### src/rtl/fpe_pkg.sv
package fpe_pkg;

    localparam int OPC_W = 5;
    localparam int CLS_W = 3;
    localparam int DST_W = 2;

    typedef enum logic [CLS_W-1:0] {
        CLS_ZERO   = 3'd0,
        CLS_NORM   = 3'd1,
        CLS_DENORM = 3'd2,
        CLS_INF    = 3'd3,
        CLS_QNAN   = 3'd4,
        CLS_SNAN   = 3'd5
    } fp_class_e;

    typedef enum logic [OPC_W-1:0] {
        OP_ADD     = 5'd0,
        OP_SUB     = 5'd1,
        OP_MUL     = 5'd2,
        OP_DIV     = 5'd3,
        OP_SMUL    = 5'd4,
        OP_SDIV    = 5'd5,
        OP_ACOS    = 5'd6,
        OP_ASIN    = 5'd7,
        OP_ATANH   = 5'd8,
        OP_SIN     = 5'd9,
        OP_COS     = 5'd10,
        OP_TAN     = 5'd11,
        OP_SINCOS  = 5'd12,
        OP_LN      = 5'd13,
        OP_LOG2    = 5'd14,
        OP_LOG10   = 5'd15,
        OP_SQRT    = 5'd16,
        OP_LNP1    = 5'd17,
        OP_MOD     = 5'd18,
        OP_REM     = 5'd19,
        OP_SCALE   = 5'd20,
        OP_GEXP    = 5'd21,
        OP_GMAN    = 5'd22,
        OP_TOINT   = 5'd23,
        OP_TOPACK  = 5'd24,
        OP_MOVE    = 5'd25
    } fp_op_e;

    typedef enum logic [DST_W-1:0] {
        DST_FREG = 2'd0,
        DST_MEM  = 2'd1,
        DST_IREG = 2'd2
    } fp_dest_e;

    typedef enum logic [2:0] {
        ST_IDLE      = 3'd0,
        ST_PASS      = 3'd1,
        ST_NAN_QUIET = 3'd2,
        ST_SUPPRESS  = 3'd3,
        ST_NAN_TRAP  = 3'd4
    } policy_state_e;

endpackage

### src/rtl/fpe_domain_check.sv
module fpe_domain_check
    import fpe_pkg::*;
(
    input  logic [OPC_W-1:0] opcode_i,
    input  logic [CLS_W-1:0] src_cls_i,
    input  logic             src_neg_i,
    input  logic [CLS_W-1:0] reg_cls_i,
    input  logic             reg_neg_i,
    input  logic             src_gt_one_i,
    input  logic             int_ovf_i,
    input  logic             dec_exp_big_i,
    input  logic             kfac_big_i,
    output logic             err_o
);

    logic s_zero, s_inf, s_nan, s_qnan, s_fin_nz;
    logic r_zero, r_inf, r_nan;
    logic s_negval, s_big, any_nan, dyadic, raw_err;

    always_comb begin
        s_zero   = (src_cls_i == CLS_ZERO);
        s_inf    = (src_cls_i == CLS_INF);
        s_qnan   = (src_cls_i == CLS_QNAN);
        s_nan    = s_qnan || (src_cls_i == CLS_SNAN);
        s_fin_nz = (src_cls_i == CLS_NORM) || (src_cls_i == CLS_DENORM);
        r_zero   = (reg_cls_i == CLS_ZERO);
        r_inf    = (reg_cls_i == CLS_INF);
        r_nan    = (reg_cls_i == CLS_QNAN) || (reg_cls_i == CLS_SNAN);
        s_negval = src_neg_i && (s_fin_nz || s_inf);
        s_big    = s_fin_nz && src_gt_one_i;
        any_nan  = s_nan || r_nan;
    end

    // raw domain decode per operation family
    always_comb begin
        raw_err = 1'b0;
        dyadic  = 1'b0;
        case (opcode_i)
            OP_ADD: begin
                dyadic  = 1'b1;
                raw_err = s_inf && r_inf && (src_neg_i != reg_neg_i);
            end
            OP_SUB: begin
                dyadic  = 1'b1;
                raw_err = s_inf && r_inf && (src_neg_i == reg_neg_i);
            end
            OP_MUL, OP_SMUL: begin
                dyadic  = 1'b1;
                raw_err = (s_zero && r_inf) || (s_inf && r_zero);
            end
            OP_DIV, OP_SDIV: begin
                dyadic  = 1'b1;
                raw_err = (s_zero && r_zero) || (s_inf && r_inf);
            end
            OP_ACOS, OP_ASIN, OP_ATANH:
                raw_err = s_inf || s_big;
            OP_SIN, OP_COS, OP_TAN, OP_SINCOS, OP_GEXP, OP_GMAN:
                raw_err = s_inf;
            OP_LN, OP_LOG2, OP_LOG10, OP_SQRT:
                raw_err = s_negval;
            OP_LNP1:
                raw_err = src_neg_i && (s_inf || s_big);
            OP_MOD, OP_REM: begin
                dyadic  = 1'b1;
                raw_err = r_inf || s_zero;
            end
            OP_SCALE: begin
                dyadic  = 1'b1;
                raw_err = s_inf;
            end
            OP_TOINT:
                raw_err = s_inf || s_qnan || (int_ovf_i && (s_zero || s_fin_nz));
            OP_TOPACK:
                raw_err = dec_exp_big_i || kfac_big_i;
            default: begin
                raw_err = 1'b0;
                dyadic  = 1'b0;
            end
        endcase
    end

    // a NaN operand overrides any two-operand domain error
    assign err_o = raw_err && !(dyadic && any_nan);

    // an operation from the trig or get family never flags a finite source
    always_comb begin
        if ((opcode_i == OP_SIN || opcode_i == OP_GMAN) && s_fin_nz)
            assert_trig_finite_R4: assert (!err_o);
    end

endmodule

### src/rtl/fpe_policy_fsm.sv
module fpe_policy_fsm
    import fpe_pkg::*;
(
    input  logic             clk,
    input  logic             rst_n,
    input  logic             valid_i,
    input  logic             err_i,
    input  logic             trap_en_i,
    input  logic [DST_W-1:0] dest_i,
    output logic             op_err_o,
    output logic             wr_en_o,
    output logic             force_nan_o,
    output logic             exc_req_o
);

    policy_state_e state_q, state_d;

    always_comb begin
        if (!valid_i)
            state_d = ST_IDLE;
        else if (!err_i)
            state_d = ST_PASS;
        else if (!trap_en_i)
            state_d = ST_NAN_QUIET;
        else if (dest_i == DST_FREG)
            state_d = ST_SUPPRESS;
        else
            state_d = ST_NAN_TRAP;
    end

    always_ff @(posedge clk or negedge rst_n) begin
        if (!rst_n)
            state_q <= ST_IDLE;
        else
            state_q <= state_d;
    end

    always_comb begin
        op_err_o    = 1'b0;
        wr_en_o     = 1'b0;
        force_nan_o = 1'b0;
        exc_req_o   = 1'b0;
        unique case (state_q)
            ST_IDLE: ;
            ST_PASS:
                wr_en_o = 1'b1;
            ST_NAN_QUIET: begin
                op_err_o    = 1'b1;
                wr_en_o     = 1'b1;
                force_nan_o = 1'b1;
            end
            ST_SUPPRESS:
                op_err_o = 1'b1;
            ST_NAN_TRAP: begin
                op_err_o    = 1'b1;
                wr_en_o     = 1'b1;
                force_nan_o = 1'b1;
                exc_req_o   = 1'b1;
            end
            default: ;
        endcase
    end

    assert_idle_quiet_R10: assert property (@(posedge clk) disable iff (!rst_n)
        !valid_i |=> (!op_err_o && !wr_en_o && !force_nan_o && !exc_req_o));

    assert_no_trap_no_exc_R11: assert property (@(posedge clk) disable iff (!rst_n)
        (valid_i && !trap_en_i) |=> (!exc_req_o && wr_en_o));

    assert_freg_suppress_R12: assert property (@(posedge clk) disable iff (!rst_n)
        (valid_i && err_i && trap_en_i && dest_i == DST_FREG) |=> (!wr_en_o && !exc_req_o));

    assert_ext_trap_R13: assert property (@(posedge clk) disable iff (!rst_n)
        (valid_i && err_i && trap_en_i && dest_i != DST_FREG) |=> (exc_req_o && force_nan_o));

endmodule

### src/rtl/fpe_sticky.sv
module fpe_sticky (
    input  logic clk,
    input  logic rst_n,
    input  logic set_i,
    input  logic clr_i,
    output logic sticky_o
);

    always_ff @(posedge clk or negedge rst_n) begin
        if (!rst_n)
            sticky_o <= 1'b0;
        else if (set_i)
            sticky_o <= 1'b1;
        else if (clr_i)
            sticky_o <= 1'b0;
    end

endmodule

### src/rtl/fp_operr_detector.sv
module fp_operr_detector
    import fpe_pkg::*;
(
    input  logic             clk,
    input  logic             rst_n,
    input  logic             valid_i,
    input  logic [OPC_W-1:0] opcode_i,
    input  logic [CLS_W-1:0] src_cls_i,
    input  logic             src_neg_i,
    input  logic [CLS_W-1:0] reg_cls_i,
    input  logic             reg_neg_i,
    input  logic             src_gt_one_i,
    input  logic             int_ovf_i,
    input  logic             dec_exp_big_i,
    input  logic             kfac_big_i,
    input  logic [DST_W-1:0] dest_i,
    input  logic             trap_en_i,
    input  logic             clr_sticky_i,
    output logic             op_err_o,
    output logic             wr_en_o,
    output logic             force_nan_o,
    output logic             exc_req_o,
    output logic             sticky_o
);

    logic dom_err;

    fpe_domain_check u_domain (
        .opcode_i      (opcode_i),
        .src_cls_i     (src_cls_i),
        .src_neg_i     (src_neg_i),
        .reg_cls_i     (reg_cls_i),
        .reg_neg_i     (reg_neg_i),
        .src_gt_one_i  (src_gt_one_i),
        .int_ovf_i     (int_ovf_i),
        .dec_exp_big_i (dec_exp_big_i),
        .kfac_big_i    (kfac_big_i),
        .err_o         (dom_err)
    );

    fpe_policy_fsm u_policy (
        .clk         (clk),
        .rst_n       (rst_n),
        .valid_i     (valid_i),
        .err_i       (dom_err),
        .trap_en_i   (trap_en_i),
        .dest_i      (dest_i),
        .op_err_o    (op_err_o),
        .wr_en_o     (wr_en_o),
        .force_nan_o (force_nan_o),
        .exc_req_o   (exc_req_o)
    );

    fpe_sticky u_sticky (
        .clk      (clk),
        .rst_n    (rst_n),
        .set_i    (valid_i && dom_err),
        .clr_i    (clr_sticky_i),
        .sticky_o (sticky_o)
    );

    assert_sticky_follows_R14: assert property (@(posedge clk) disable iff (!rst_n)
        op_err_o |-> sticky_o);

    assert_sticky_clear_R14: assert property (@(posedge clk) disable iff (!rst_n)
        (clr_sticky_i && !(valid_i && dom_err)) |=> !sticky_o);

    assert_clean_pass_R10: assert property (@(posedge clk) disable iff (!rst_n)
        (valid_i && !dom_err) |=> (wr_en_o && !op_err_o && !force_nan_o));

endmodule

### config.mk
export PLATFORM = sky130hd
export DESIGN_NAME = fp_operr_detector
export DESIGN_NICKNAME = d
export VERILOG_FILES = /design/src/rtl/fpe_pkg.sv /design/src/rtl/fpe_domain_check.sv /design/src/rtl/fpe_policy_fsm.sv /design/src/rtl/fpe_sticky.sv /design/src/rtl/fp_operr_detector.sv
export SDC_FILE = /design/constraint.sdc
export NUM_CORES = 1
export LEC_CHECK = 0
export BUFFER_PORTS_ARGS = -buffer_cell sky130_fd_sc_hd__buf_2
export CORE_UTILIZATION = 35
export CTS_BUF_LIST = sky130_fd_sc_hd__clkbuf_8
export DETAILED_ROUTE_END_ITERATION = 7
export GPL_TIMING_DRIVEN = 1
export PLACE_DENSITY = 0.62
export RECOVER_POWER = 50
export SYNTH_ARGS = -nofsm -noshare
export SYNTH_HDL_FRONTEND = slang
export SYNTH_SLANG_ARGS = --single-unit
### constraint.sdc
create_clock -name clk -period 2 [get_ports clk]
set_clock_uncertainty 0.2 [all_clocks]
set_input_delay 0.4 -clock clk [delete_from_list [all_inputs] [get_ports clk]]
set_output_delay 0.4 -clock clk [all_outputs]
set_load 0.01 [all_outputs]
* Yosys cells after proc, flatten, opt, wreduce, memory -nomap -nowiden
Index checks and enable logic that the tools add are counted.
** Cells by class
- $add $sub $neg :: 0
- Multipliers :: 0
- Div/mod/pow operators :: 0
- Order comparisons :: 0
- Eq/ne operators :: 38
- Shift operators :: 0
- Mux-type cells :: 12
- Bitwise operators :: 0
- Reductions and logical operators :: 42
** Operator list (number)
- equality test 5 bit, second input constant :: 9
- equality test 5 x 4 -> 1 bit, second input constant :: 8
- equality test 5 x 3 -> 1 bit, second input constant :: 4
- equality test 3 x 2 -> 1 bit, second input constant :: 5
- equality test 3 bit, second input constant :: 5
- logical AND 1 bit :: 13
- logical OR 1 bit :: 13
- two-way mux 3 bit :: 4
- case mux 1 bit (11 select lines) :: 1
- equality test 5 x 2 -> 1 bit, second input constant :: 2
- OR reduction 3 bit :: 3
- OR reduction 9 bit :: 1
- OR reduction 2 bit :: 4
- two-way mux 1 bit :: 7
- OR reduction 7 bit :: 1
- equality test 3 x 1 -> 1 bit, second input constant :: 2
- logical NOT 3 bit :: 2
- equality test 5 x 1 -> 1 bit, second input constant :: 1
- logical NOT 5 bit :: 1
- OR reduction 4 bit :: 1
- logical NOT 2 bit :: 1
- nonzero test 2 bit :: 1
- equality test 1 bit :: 1
- logical NOT 1 bit :: 1
- inequality test 1 bit :: 1
** Storage, ports and cells
- Register bits after elaboration :: 4
- Latch bits :: 0
- RAM bits :: 0
- ROM bits :: 0
- Output and inout bits :: 5
- Memories kept :: 0

* Longest topological paths before layout
- Depth in word-level cells :: 9
- Depth in mapped cells :: 6

* By module
Synthesis repeated with hierarchy kept, for this count alone.
** Unflattened totals
- Cell total of the unflattened synthesis :: 79
- Area, all modules :: 599.3 µm²
** Modules (own cells, without submodules)
- fpe_domain_check :: times used 1, cells each 58, area an instance 399.1 µm², seq. area each 0.0 µm²
- fpe_policy_fsm :: times used 1, cells each 17, area an instance 157.7 µm², seq. area each 75.1 µm²
- fpe_sticky :: times used 1, cells each 3, area an instance 36.3 µm², seq. area each 25.0 µm²
- fp_operr_detector :: times used 1, cells each 1, area an instance 6.3 µm², seq. area each 0.0 µm²

* Worst setup path after synthesis
OpenSTA, ideal clock, no wires.
- Path type :: input -> register
- Start :: input opcode_i[0]
- End :: register u_policy.state_q[0]
- Library setup time :: 0.120 ns
- Data arrival time :: 1.685 ns
- Path slack :: -0.005 ns
- Stages on the path :: 6
- Path buffers :: 1
- Cell sequence :: buf_6 -> or3b_1 -> a21o_1 -> a2111oi_4 -> nor3_2 -> a31o_1
** Between the ends
- Cells in the longest elaborated chain, start to end :: 8
- Elaborated cells on any way between the ends :: 39
- Those cells by class :: 24 x eq/ne; 4 x mux; 11 x reduce/logical
** Ends and longest elaborated chain
- start: declaration :: RTL line fp_operr_detector.sv:7 : input logic [OPC_W-1:0] opcode_i,
- branches (longest 5 deep; another with case mux 1 bit (11 select lines))
- logical AND 1 bit (*) :: RTL line fpe_domain_check.sv:83 : assign err_o = raw_err && !(dyadic && any_nan);
- two-way mux 3 bit (*) :: RTL line fpe_policy_fsm.sv:21 : else if (!err_i)
- two-way mux 3 bit (*) :: RTL line fpe_policy_fsm.sv:19 : if (!valid_i)
- via u_policy.state_d[0] :: RTL line fpe_policy_fsm.sv:16 : policy_state_e state_q, state_d;
- end signal: assignment :: RTL line fpe_policy_fsm.sv:35 : state_q <= state_d;
- end: declaration :: RTL line fpe_policy_fsm.sv:16
Mark *: on every way through the listed nets, which the timed path passes.
A chain may end at the register's enable or synchronous reset.

* Worst setup path in the final report
Ends and elaborated chain as after synthesis.

==> flow_summary.toml <==
[critical_path]
path_max_fanout = 7
required_ns = 1.90
crit_path_end_kind = "register"
crit_type = "primary input to register"
startpoint_type = "primary input"
cp.arrival_ns = 1.81

[run_status]
status = "finished clean"

[detailed_routing]
routedWlPerCell_um = 11.02
via_per_inst = 5.211
first_iter_violations = 12
dr.pass1.iters = 4
via_count = 839
post-route-drc-count = 0
antenna_left = 0
postRouteWirelength_um = 1775

[global_route]
use_met1_pct = 22.61
grt.met3_usage_pct = 2.353
grt_max_degree = 9
antenna_found_initial = 0
use_met2_pct = 33.24
grt-ovfl-total = 0
grt_pass1_wl_um = 2884
grt_use_total_pct = 18.01
first_global_vias = 742
grt-busiest-layer = "met2"

[cts]
h-tree-depth = 1
post_cts.repair.setup_buffers = 0
cts-resized-gates = 0
clkSlewWorstSetupHoldPaths_ns = 0.03
root_buffer = "clkbuf_8"
cts_hold_buf = 1
cts.sinks = 4
cts_buffers = 3
cts_tree = "yes"
clkLatencyLatePin_ns = 0.21
clockBufferDepth = 2

[power_and_ir_drop]
powerDensity_mw_per_mm2 = 395.8
p_leak_uw = 0.0004671
vdd_drop_max_uv = 280.0

[logic_synthesis]
syn_area_per_cell_um2 = 8.022
synthArstFlopShare_pct = 100.0
synth-edff-count = 0
synthAdderAreaFrac_pct = 0
ys_types = 41
yosys_warnings = 0
synth_top_family_by_area = "simple AND/OR/NAND/NOR gates"
synth_simple_gate_area_share_pct = 37.25
synth-seq-cells = 4
syn_nets = 109
synthFlopType = "dfrtp_1"
synth_xor_area_share_pct = 5.138
synth.cell_area_um2 = 681.9
synthCells = 85
synth-compound-area-share_pct = 32.29
yosys-mux-area-fraction_pct = 1.468
yosysSeqAreaShare_pct = 14.68

[sta]
min_period_ns = 1.910
relSlewSlack_pct = 71.04
min_period_over_period_pct = 95.51
setup_violations = 0
rsz0062_at_grt = "no"
hold_violations = 0
slew_viol_final = 0
worst_pin_slew_ns = 0.4299
setup_slack_ns = 0.08971
fmax_mhz = 523.5

[layout]
final_common_cell = "buf_2"
antenna_cells = 0
synthToLayoutAreaGrowth_pct = 50.46
final_core_util_pct = 57.54
finalNetCount = 162
drive_above_1_share_pct = 44.85
final_cell_mix = "buf_2, buf_4, nand2b_1, nand2_1"

[placement]
dpl.hpwl_um = 1510
dp_slack_ns = -0.1195
port_buffers = 28
gp_congestion = 0.8822

[floorplan]
initial_core_util_pct = 38.25
die-area_mm2 = 0.002129
rows = 15
core_area_mm2 = 0.001783
die_h_um = 46.14
num_io_pins = 29
die_x_um = 46.14

[run]
maxCapViolations = 0

[hold_path]
hold_class = "primary input to register"
## routing by layer
metal / share of wire, % / up-vias
met5: 0 / -
met4: 0 / 0
met3: 2.5 / 0
met2: 51 / 15
met1: 46 / 391
li1: - / 433
## power by group
group          internal [uW]  leakage (uW)  total [uW]  switching, uW
clock network            128     0.0000216         164           36.6
logic                   79.1      0.000393         153           74.1
registers               85.5     0.0000527        88.5           3.02
total                    292      0.000467         406            114
## state kept, by name (all words and copies together) (netlist names)
name and cells:
u_sticky.sticky_o 1, u_policy.state_q 3
## final timing paths
path	from	to	slack, ns	depth (start not counted)
worst max-delay path	opcode_i[0]	u_policy.state_q[0]	0.09	6
worst min-delay path	valid_i	u_policy.state_q[1]	0.28	3
worst max register to register	u_sticky.sticky_o	u_sticky.sticky_o	1.12	2
worst min register to register	u_sticky.sticky_o	u_sticky.sticky_o	0.33	2
max in group asynchronous	rst_n	u_policy.state_q[0]	1.08	2
min in group asynchronous	rst_n	u_policy.state_q[2]	0.34	2
## cell type report
cell class              instances  area [um2]
fillers                       169       757.0
multi-input cells              73       519.2
repair buffers                 52       319.1
flip-flops and latches          4       100.1
clock buffers                   3       41.29
well taps                      25       31.28
inverters                       4       15.01
## stage by stage
step | hold slack, ns | instance area, um2 | power [uW] | TNS, ns | cells
final | 0.2751 | 1026 | 406.1 | 0 | 161
after global routing | 0.2879 | 1026 | 431.0 | 0 | 161
after CTS | 0.2682 | 1030 | 410.1 | 0 | 161
after detailed placement | 0.006362 | 978.4 | 240.6 | -0.3024 | 157
after global placement | 0.005269 | 978.4 | 238.0 | -0.2147 | 157
after floorplan | -0.09559 | 681.9 | 165.1 | 0 | 85
## cell families after synthesis
logic type / Yosys count
AO/OA/AOI/OAI: 26
XOR/XNOR: 4
buffers and inverters: 8
flip-flops: 4
multiplexers: 1
AND/OR/NAND/NOR: 42
## Yosys cell counts (2+ instances only)
cell      instances  share of area, %
xnor2_1           4               5.1
buf_6             3               5.0
or3_1             2               1.8
inv_1             4               2.2
dfrtp_1           4                15
or3b_1            2               2.6
nand2_1           6               3.3
o21ai_0           5               3.7
nor2b_1           3               2.8
nor2_1            4               2.2
a31oi_1           2               1.8
o211ai_1          2               2.2
a21oi_1           3               2.2
nand3_1           5               3.7
nand2b_1          7               6.4
nor4_1            2               1.8
or2_2             2               1.8
a21o_1            2               2.2
## critical path, cell delays in order
cell	delay [ns]
buf_2	0.16
or3b_1	0.36
a21o_1	0.19
a2111oi_4	0.38
nor3_2	0.11
a31o_1	0.21
No activity file was read; power rests on OpenSTA's default activity.
